$ cat src/rtl/hb_pkg.sv
package hb_pkg;
  localparam int N_TAPS      = 55;
  localparam int CENTER      = (N_TAPS - 1) / 2;
  localparam int N_PAIRS     = (CENTER + 1) / 2;
  localparam int COEF_W      = 16;
  localparam int CENTER_COEF = 16384;

  // coefficient for offset 2p+1 from the centre tap
  function automatic logic signed [COEF_W-1:0] pair_coef(input int p);
    case (p)
      0:  return 16'sd10398;
      1:  return -16'sd3379;
      2:  return 16'sd1926;
      3:  return -16'sd1272;
      4:  return 16'sd888;
      5:  return -16'sd631;
      6:  return 16'sd446;
      7:  return -16'sd309;
      8:  return 16'sd205;
      9:  return -16'sd128;
      10: return 16'sd73;
      11: return -16'sd35;
      12: return 16'sd12;
      13: return -16'sd1;
      default: return '0;
    endcase
  endfunction
endpackage

$ cat src/rtl/hb_phase.sv
module hb_phase #(
  parameter int DATA_W = 12
) (
  input  logic                     clk_i,
  input  logic                     rst_ni,
  input  logic                     stuff_i,
  input  logic                     phase_set_i,
  input  logic signed [DATA_W-1:0] din_i,
  output logic signed [DATA_W-1:0] smp_o,
  output logic                     tag_o
);
  logic set_q;
  logic data_now;

  // plain history of the phase-set pin, reset-independent
  always_ff @(posedge clk_i) set_q <= phase_set_i;

  assign data_now = (set_q && !phase_set_i) ? 1'b1 : !tag_o;

  always_ff @(posedge clk_i or negedge rst_ni) begin
    if (!rst_ni) begin
      smp_o <= '0;
      tag_o <= 1'b0;
    end else begin
      tag_o <= data_now;
      smp_o <= (stuff_i && !data_now) ? '0 : din_i;
    end
  end
endmodule

$ cat src/rtl/hb_tapline.sv
module hb_tapline
  import hb_pkg::*;
#(
  parameter int DATA_W = 12,
  localparam int PRE_W = DATA_W + 1
) (
  input  logic                     clk_i,
  input  logic                     rst_ni,
  input  logic signed [DATA_W-1:0] smp_i,
  output logic signed [PRE_W-1:0]  pre_o [N_PAIRS],
  output logic signed [DATA_W-1:0] ctr_o
);
  logic signed [DATA_W-1:0] dl_q [N_TAPS];

  always_ff @(posedge clk_i or negedge rst_ni) begin
    if (!rst_ni) begin
      for (int i = 0; i < N_TAPS; i++) dl_q[i] <= '0;
    end else begin
      dl_q[0] <= smp_i;
      for (int i = 1; i < N_TAPS; i++) dl_q[i] <= dl_q[i-1];
    end
  end

  // symmetric pre-add; even offsets other than the centre are zero and skipped
  always_ff @(posedge clk_i or negedge rst_ni) begin
    if (!rst_ni) begin
      for (int p = 0; p < N_PAIRS; p++) pre_o[p] <= '0;
      ctr_o <= '0;
    end else begin
      for (int p = 0; p < N_PAIRS; p++)
        pre_o[p] <= PRE_W'(dl_q[CENTER-(2*p+1)]) + PRE_W'(dl_q[CENTER+2*p+1]);
      ctr_o <= dl_q[CENTER];
    end
  end
endmodule

$ cat src/rtl/hb_mac.sv
module hb_mac
  import hb_pkg::*;
#(
  parameter int DATA_W = 12,
  parameter int ACC_W  = 33,
  parameter int ALIGN  = 2,
  localparam int PROD_W = DATA_W + 1 + COEF_W
) (
  input  logic                     clk_i,
  input  logic                     rst_ni,
  input  logic signed [DATA_W:0]   pre_i [N_PAIRS],
  input  logic signed [DATA_W-1:0] ctr_i,
  output logic signed [ACC_W-1:0]  acc_o
);
  localparam logic signed [COEF_W-1:0] CTR_C = COEF_W'(CENTER_COEF);

  logic signed [PROD_W-1:0] prod_q [N_PAIRS+1];
  logic signed [ACC_W-1:0]  sum_d;
  logic signed [ACC_W-1:0]  sum_q;

  always_ff @(posedge clk_i or negedge rst_ni) begin
    if (!rst_ni) begin
      for (int p = 0; p <= N_PAIRS; p++) prod_q[p] <= '0;
    end else begin
      for (int p = 0; p < N_PAIRS; p++)
        prod_q[p] <= PROD_W'(pre_i[p]) * PROD_W'(pair_coef(p));
      prod_q[N_PAIRS] <= PROD_W'(ctr_i) * PROD_W'(CTR_C);
    end
  end

  always_comb begin
    sum_d = '0;
    for (int p = 0; p <= N_PAIRS; p++) sum_d = sum_d + ACC_W'(prod_q[p]);
  end

  always_ff @(posedge clk_i or negedge rst_ni) begin
    if (!rst_ni) sum_q <= '0;
    else         sum_q <= sum_d;
  end

  generate
    if (ALIGN == 0) begin : g_noalign
      assign acc_o = sum_q;
    end else begin : g_align
      logic signed [ACC_W-1:0] al_q [ALIGN];
      always_ff @(posedge clk_i or negedge rst_ni) begin
        if (!rst_ni) begin
          for (int i = 0; i < ALIGN; i++) al_q[i] <= '0;
        end else begin
          al_q[0] <= sum_q;
          for (int i = 1; i < ALIGN; i++) al_q[i] <= al_q[i-1];
        end
      end
      assign acc_o = al_q[ALIGN-1];
    end
  endgenerate
endmodule

$ cat src/rtl/hb_fir.sv
module hb_fir
  import hb_pkg::*;
#(
  parameter int DATA_W    = 12,
  parameter int OUT_W     = 40,
  parameter int LAT_FIRST = 7
) (
  input  logic                     clk_i,
  input  logic                     rst_ni,
  input  logic                     interp_ni,
  input  logic                     decim_ni,
  input  logic                     phase_set_i,
  input  logic signed [DATA_W-1:0] din_i,
  output logic signed [OUT_W-1:0]  dout_o,
  output logic                     valid_o
);
  localparam int ACC_W = DATA_W + 1 + COEF_W + $clog2(N_PAIRS + 1);
  // capture, tap, pre-add, product, sum registers precede the output register
  localparam int ALIGN = LAT_FIRST - 5;
  localparam int TAG_D = LAT_FIRST - 1;

  logic mode_int, mode_dec;
  logic signed [DATA_W-1:0] smp_q;
  logic tag_q;
  logic signed [DATA_W:0]   pre_q [N_PAIRS];
  logic signed [DATA_W-1:0] ctr_q;
  logic signed [ACC_W-1:0]  acc;
  logic [TAG_D-1:0]         tag_sr;
  logic                     upd;

  assign mode_int = !interp_ni && decim_ni;
  assign mode_dec = !decim_ni && interp_ni;

  hb_phase #(.DATA_W(DATA_W)) u_phase (
    .clk_i, .rst_ni, .stuff_i(mode_int), .phase_set_i,
    .din_i, .smp_o(smp_q), .tag_o(tag_q)
  );

  hb_tapline #(.DATA_W(DATA_W)) u_taps (
    .clk_i, .rst_ni, .smp_i(smp_q), .pre_o(pre_q), .ctr_o(ctr_q)
  );

  hb_mac #(.DATA_W(DATA_W), .ACC_W(ACC_W), .ALIGN(ALIGN)) u_mac (
    .clk_i, .rst_ni, .pre_i(pre_q), .ctr_i(ctr_q), .acc_o(acc)
  );

  // phase tag travels beside the newest sample
  always_ff @(posedge clk_i or negedge rst_ni) begin
    if (!rst_ni) tag_sr <= '0;
    else         tag_sr <= {tag_sr[TAG_D-2:0], tag_q};
  end

  assign upd = !mode_dec || tag_sr[TAG_D-1];

  always_ff @(posedge clk_i or negedge rst_ni) begin
    if (!rst_ni) begin
      dout_o  <= '0;
      valid_o <= 1'b0;
    end else begin
      valid_o <= upd;
      if (upd) dout_o <= OUT_W'(acc);
    end
  end
endmodule

$ cat config.mk
export PLATFORM = sky130hd
export DESIGN_NAME = hb_fir
export DESIGN_NICKNAME = d
export VERILOG_FILES = /design/src/rtl/hb_pkg.sv /design/src/rtl/hb_phase.sv /design/src/rtl/hb_tapline.sv /design/src/rtl/hb_mac.sv /design/src/rtl/hb_fir.sv
export SDC_FILE = /design/constraint.sdc
export NUM_CORES = 2
export LEC_CHECK = 0
export ABC_AREA = 1
export BUFFER_PORTS_ARGS = -buffer_cell sky130_fd_sc_hd__buf_2
export CORE_MARGIN = 3
export CORE_UTILIZATION = 45
export DETAILED_ROUTE_END_ITERATION = 8
export PLACE_DENSITY_LB_ADDON = 0.1
export SKIP_LAST_GASP = 1
export SLEW_MARGIN = 10
export SYNTH_ARGS = -nofsm -noshare
export SYNTH_HDL_FRONTEND = slang
export SYNTH_SLANG_ARGS = --single-unit
$ cat constraint.sdc
create_clock -name clk_i -period 6.5 [get_ports clk_i]
set_input_delay 0.65 -clock clk_i [delete_from_list [all_inputs] [get_ports clk_i]]
set_output_delay 0.65 -clock clk_i [all_outputs]
set_load 0.01 [all_outputs]
[Yosys cells after proc, flatten, opt, wreduce, memory -nomap -nowiden]
Index checks and enable logic that the tools add are counted.
Word-level totals
  register bits after elaboration: 1326
  latch bits: 0
  memory bits (writable): 0
  bits in read-only memories: 0
  input bits: 17
  output and inout bits: 41
  word-level logic and storage cells: 148
  memories kept: 0
Operators by class
  add/sub/neg operators: 30
  $mul: 12
  divide/modulo/power cells: 0
  magnitude comparators: 0
  equality and inequality tests: 0
  shift operators: 0
  muxes and demuxes: 2
  bitwise logic cells: 0
  reductions and logical operators: 11
Operator list (number)
  $add 12x12->13: 14
  $add 33x23->33: 2
  $add 33x24->33: 2
  $add 33x29->33: 2
  $mul 13x9->22 const B: 3
  $mul 13x11->24 const B: 2
  $mul 13x8->21 const B: 2
  $add 33x18->33: 1
  $add 33x20->33: 1
  $add 33x21->33: 1
  $add 33x22->33: 1
  $add 33x26->33: 1
  $add 31x25->32: 1
  $add 29x25->30: 1
  $add 28x26->29: 1
  $neg 13->29: 1
  $mul 13x14->27 const B: 1
  $mul 13x13->26 const B: 1
  $mul 13x10->23 const B: 1
  $neg 13->22: 1
  $mul 13x7->20 const B: 1
  $mul 13x3->16 const B: 1
  $mux 12: 1
  $logic_not 1->1: 6
  3 further kinds: 6

[Logic depth before layout (Yosys ltp)]
  depth in word-level cells: 14
  mapped depth: 41
  gate-level depth less buffers: 41

[Cells and area by module]
From an unflattened synthesis, not the netlist that was laid out.
Second synthesis, totals
  cell total of the unflattened synthesis: 8970
  area, all modules: 86798.2 µm²
By module, submodules not included
  hb_mac: times used 1, cells each 6050, area each 53809.1 µm², seq. area each 10735.3 µm²
  hb_tapline: times used 1, cells each 2714, area each 30893.4 µm², seq. area each 21070.2 µm²
  hb_fir: times used 1, cells each 163, area each 1622.8 µm², seq. area each 1001.0 µm²
  hb_phase: times used 1, cells each 43, area each 473.0 µm², seq. area each 345.3 µm²

[Worst setup path before layout]
Ideal clock, no wire load.
  kind: reg2reg
  start point: reg u_mac.prod_q[350] in the netlist's numbering
  end point: reg u_mac.sum_q[30]
  library setup time: 117 ps
  arrival time: 6877 ps
  required time: 6383 ps
  setup slack: -494 ps
  cell stages (with the launch flop): 37
  buffers on the path: 0
  period minus slack after synthesis: 6994 ps
  cell sequence: dfrtp_1 fa_1 ha_1 fa_1 nand3_1 nand3_1 nand2_1 nand2_1 nand3_1 nand2_1 xor2_1 ha_1 nand2_1 nor2_2 inv_1 nor2_2 and2_1 nand2_1 nand2_1 nand2_1 nand2_1 inv_1 fa_1 inv_1 fa_1 fa_1 fa_1 fa_1 inv_1 ha_1 nand2_1 nor2_1 nand2_1 nor3_1 nand2_1 nand3_1 nand2_1
Between the ends
  cells in the longest elaborated chain, start to end: 13
RTL lines
  from (decl): line hb_mac.sv:17  | logic signed [PROD_W-1:0] prod_q [N_PAIRS+1];
  from (signal, indexed assignment): line hb_mac.sv:26  | prod_q[p] <= PROD_W'(pre_i[p]) * PROD_W'(pair_coef(p));
  from (signal, indexed assignment): line hb_mac.sv:27  | prod_q[N_PAIRS] <= PROD_W'(ctr_i) * PROD_W'(CTR_C);
  $add 29x25->30: line hb_mac.sv:33  | for (int p = 0; p <= N_PAIRS; p++) sum_d = sum_d + ACC_W'(prod_q[p]);
  $add 31x25->32: line hb_mac.sv:33
  $add 33x24->33 (2 in a row): line hb_mac.sv:33
  $add 33x23->33 (2 in a row): line hb_mac.sv:33
  $add 33x22->33: line hb_mac.sv:33
  $add 33x29->33: line hb_mac.sv:33
  $add 33x21->33: line hb_mac.sv:33
  $add 33x20->33: line hb_mac.sv:33
  $add 33x18->33: line hb_mac.sv:33
  $add 33x29->33: line hb_mac.sv:33
  $add 33x26->33: line hb_mac.sv:33
  via u_mac.sum_d[30]: line hb_mac.sv:18  | logic signed [ACC_W-1:0] sum_d;
  to (signal assigned): line hb_mac.sv:38  | else sum_q <= sum_d;
  to (decl): line hb_mac.sv:19  | logic signed [ACC_W-1:0] sum_q;
The timed path passes the listed nets, and every way through them passes these cells.
A chain may end at the register's enable or synchronous reset.

[Final worst setup path]
  start point: reg u_mac.prod_q[408] in the netlist's numbering
  end point: reg u_mac.sum_q[17]
Between the ends
  cells in the longest elaborated chain, start to end: 14
RTL lines (line)
  $add 28x26->29: hb_mac.sv:33
  $add 29x25->30: hb_mac.sv:33
  $add 31x25->32: hb_mac.sv:33
  $add 33x24->33 (2 in a row): hb_mac.sv:33
  $add 33x23->33 (2 in a row): hb_mac.sv:33
  $add 33x22->33: hb_mac.sv:33
  $add 33x29->33: hb_mac.sv:33
  $add 33x21->33: hb_mac.sv:33
  $add 33x20->33: hb_mac.sv:33
  $add 33x18->33: hb_mac.sv:33
  $add 33x29->33: hb_mac.sv:33
  $add 33x26->33: hb_mac.sv:33
  via u_mac.sum_d[17]: hb_mac.sv:18
The timed path passes the listed nets, and every way through them passes these cells.

==> qor.txt <==
reg2reg path depth - 33
fraction of registers with async set/reset - 0.9992
drt via density - 4.946
final setup fails - 26
worst clock skew - 0.03040 ns
port bufs - 57
max cap viols - 0
Slowest cell on crit path - fa_2
final WL - 235.2 mm
met2 Track Usage GR - 0.3890
hold path cells - 3
Synth Register Bits - 1313
Final ANT Viol Nets - 0
first-pass GRT wire length - 363.6 mm
Fin Setup TNS - -18.10 ns
synthesized area per cell - 10.12 µm²
Top Ports - 58
Crit path largest cell delay - 0.62 ns
grt total ovfl - 0
Die H - 440.8 µm
Synth Cell Area - 85070 µm²
hold_ws - 0.07223 ns
fin nets - 10710
largest net degree at the start of global routing - 177
RePlAce Congestion - 0.9369
syn nets - 10190
RSZ-0062 raised after global routing - yes
htree depth - 4
worst path required time - 7.19 ns
vias in the first global route - 59760
initial drt markers - 3589
CTS Root Cell - clkbuf_16
dominant cells by area after synthesis - dfrtp_1, fa_1, ha_1
worst skew pair latency - 0.81 ns
global route hottest layer - met2
Netlist cell types - 48
commonest cells in the netlist - inv_1, nand2_1, dfrtp_1
Post-DP HPWL - 196.7 mm
share of cells above drive strength 1 - 0.1393
Max FO, Critical Path - 4
Worst-Margin Slew - 1.123 ns
synthesized instance count - 8404
register area share after synthesis - 0.3862
CTS Buf Count - 145
wire length per cell - 20.41 µm
slew margin rel. - 0.2455
CTS clk-pin slew, worst paths - 0.06 ns
Setup crit start kind - flip-flop
area leader, netlist - dfrtp_1
Remaining DRCs - 7
CTS Sinks - 1313
count of final hold-check violations - 0
pre-CTS WS - -1.549 ns
run status - complete, but fails checks
CTS tree - built
CP Capture Type - flip-flop
Initial Util - 0.4559
total die area - 194300 µm²
critical path arrival - 8.05 ns
share of the synthesized area in the top cell type - 0.3859
period utilization - 1.133
failing checks - DRC, setup timing
pins over their slew limit - 0
Core ar. - 186600 µm²
global-route total usage across every layer - 0.2497
fill count - 16760
most frequent cell after synthesis - inv_1
DR vias - 57000
critical path class - flip-flop to flip-flop
Layout Area Growth over Synthesis - 17.20%
number of flops mapped to enable cells by yosys - 0
Yosys warning total - 0
Max Buffers Root-to-Sink - 3
Final Critical Period - 7.364 ns
TritonRoute pass-1 iters - 9
Chip Width - 440.8 µm
antenna violations before repair - 11
Max Clk Rate - 135.8 MHz
Row Count - 158
ys flop type - dfrtp_1
met3 GRT Util - 0.02958
met1 usage - 0.3671
non-filler cells in the finished layout - 11520
Worst Hold Class - input pin to flip-flop
Worst Slack Setup Final - -0.8636 ns
placed insts - 11180
[state kept, by name, summed over array words and instances (netlist names), 6 cells and up]
| signal | cells |
|---|---|
| tag_sr | 6 |
| u_taps.pre_o | 182 |
| dout_o | 33 |
| u_mac.sum_q | 33 |
| u_mac.acc_o | 33 |
| u_mac.prod_q | 318 |
| u_taps.ctr_o | 12 |
| u_mac.g_align.al_q | 33 |
| u_taps.dl_q | 648 |
| u_phase.smp_o | 12 |
[through the flow]
| stage | cell area (µm²) | util |
|---|---|---|
| 6_report | 99700 | 0.5343 |
| 3_5_place_dp | 90960 | 0.4874 |
| 2_1_floorplan | 85560 | - |
| 3_3_place_gp | 90960 | 0.4874 |
| 5_1_grt | 99700 | 0.5342 |
| 4_1_cts | 98830 | 0.5296 |
[layout by cell type (no fill, tap or decap), types with 24 or more instances in the layout]
cell and instances:
inv_1 1618, dfrtp_1 1311, nand2_1 1224, ha_1 976, fa_1 667, a21oi_1 373
nor2_1 369, nand3_1 319, buf_4 287, xor2_1 272, o21ai_0 192, clkbuf_16 146
nand2_2 108, xnor2_1 104, nand4_1 88, ha_4 77, buf_2 56, nand2_4 55
inv_2 54, a21o_1 50, fa_2 48, nor2_4 38, nor3_1 37, nor2_2 36
o21bai_1 36, mux2_2 34, nand3_2 32, a21oi_2 30, clkbuf_1 24, buf_6 24
[final timing paths]
kind / start / to / slack (ns)
hold / removal: din_i[9] / u_phase.smp_o[9]$_DFF_PN0_ / 0.07
setup reg to reg: u_mac.prod_q[408]$_DFF_PN0_ / u_mac.sum_q[17]$_DFF_PN0_ / -0.86
min in group asynchronous: rst_ni / u_mac.prod_q[366]$_DFF_PN0_ / 0.44
max in group asynchronous: rst_ni / u_taps.dl_q[521]$_DFF_PN0_ / 4.43
hold reg to reg: u_taps.dl_q[208]$_DFF_PN0_ / u_taps.dl_q[196]$_DFF_PN0_ / 0.33
setup / recovery: u_mac.prod_q[408]$_DFF_PN0_ / u_mac.sum_q[17]$_DFF_PN0_ / -0.86
[cell type report]
| cell class | count | area [µm²] | share of cell area |
|---|---|---|---|
| clock inverter | 81 | 1129 | 0.01132 |
| timing repair buffer | 394 | 3126 | 0.03135 |
| clock buffer | 185 | 3950 | 0.03962 |
| sequential | 1313 | 32850 | 0.3295 |
| antenna | 3 | 7.507 | 0.00007530 |
| inverter | 1682 | 6341 | 0.06360 |
| multi-input combinational | 5385 | 49190 | 0.4934 |
| tap | 2480 | 3103 | 0.03112 |
[cell families after synthesis]
family,Yosys count,share of synthesized area
and+or+nand+nor,2389,0.1173
buffers and inverters,1706,0.07579
adders and majority gates,1769,0.3233
muxes,34,0.004501
AOI/OAI and AO/OA,779,0.05023
xor gates and xnor gates,414,0.04271
DFF,1313,0.3862
[per-layer routing]
layer	vias up	wire length [µm]
met5	-	13
met4	2	7382
met3	279	9536
met2	1046	105300
met1	28290	113000
li1	27380	-
[worst max-delay path, delay by kind of cell (launching register included)]
| kind | cells | cell delay, ns |
|---|---|---|
| buf+inv | 8 | 0.69 |
| compound gates | 1 | 0.24 |
| xor+xnor | 3 | 0.68 |
| flops | 1 | 0.38 |
| fa+ha+maj | 10 | 4.23 |
| simple gates | 11 | 1.02 |
[what timing repair did]
action	4_1_cts	5_1_grt
pin swaps	234	161
gates resized for setup	514	181
setup buffers	51	20
hold buffers	12	0
hold endpoints to repair	82	0
setup endpoints to repair	28	28
Power is left out: the tool's default activity adds up to more than one toggle a clock period on the data nets, which glitch-free logic cannot reach.
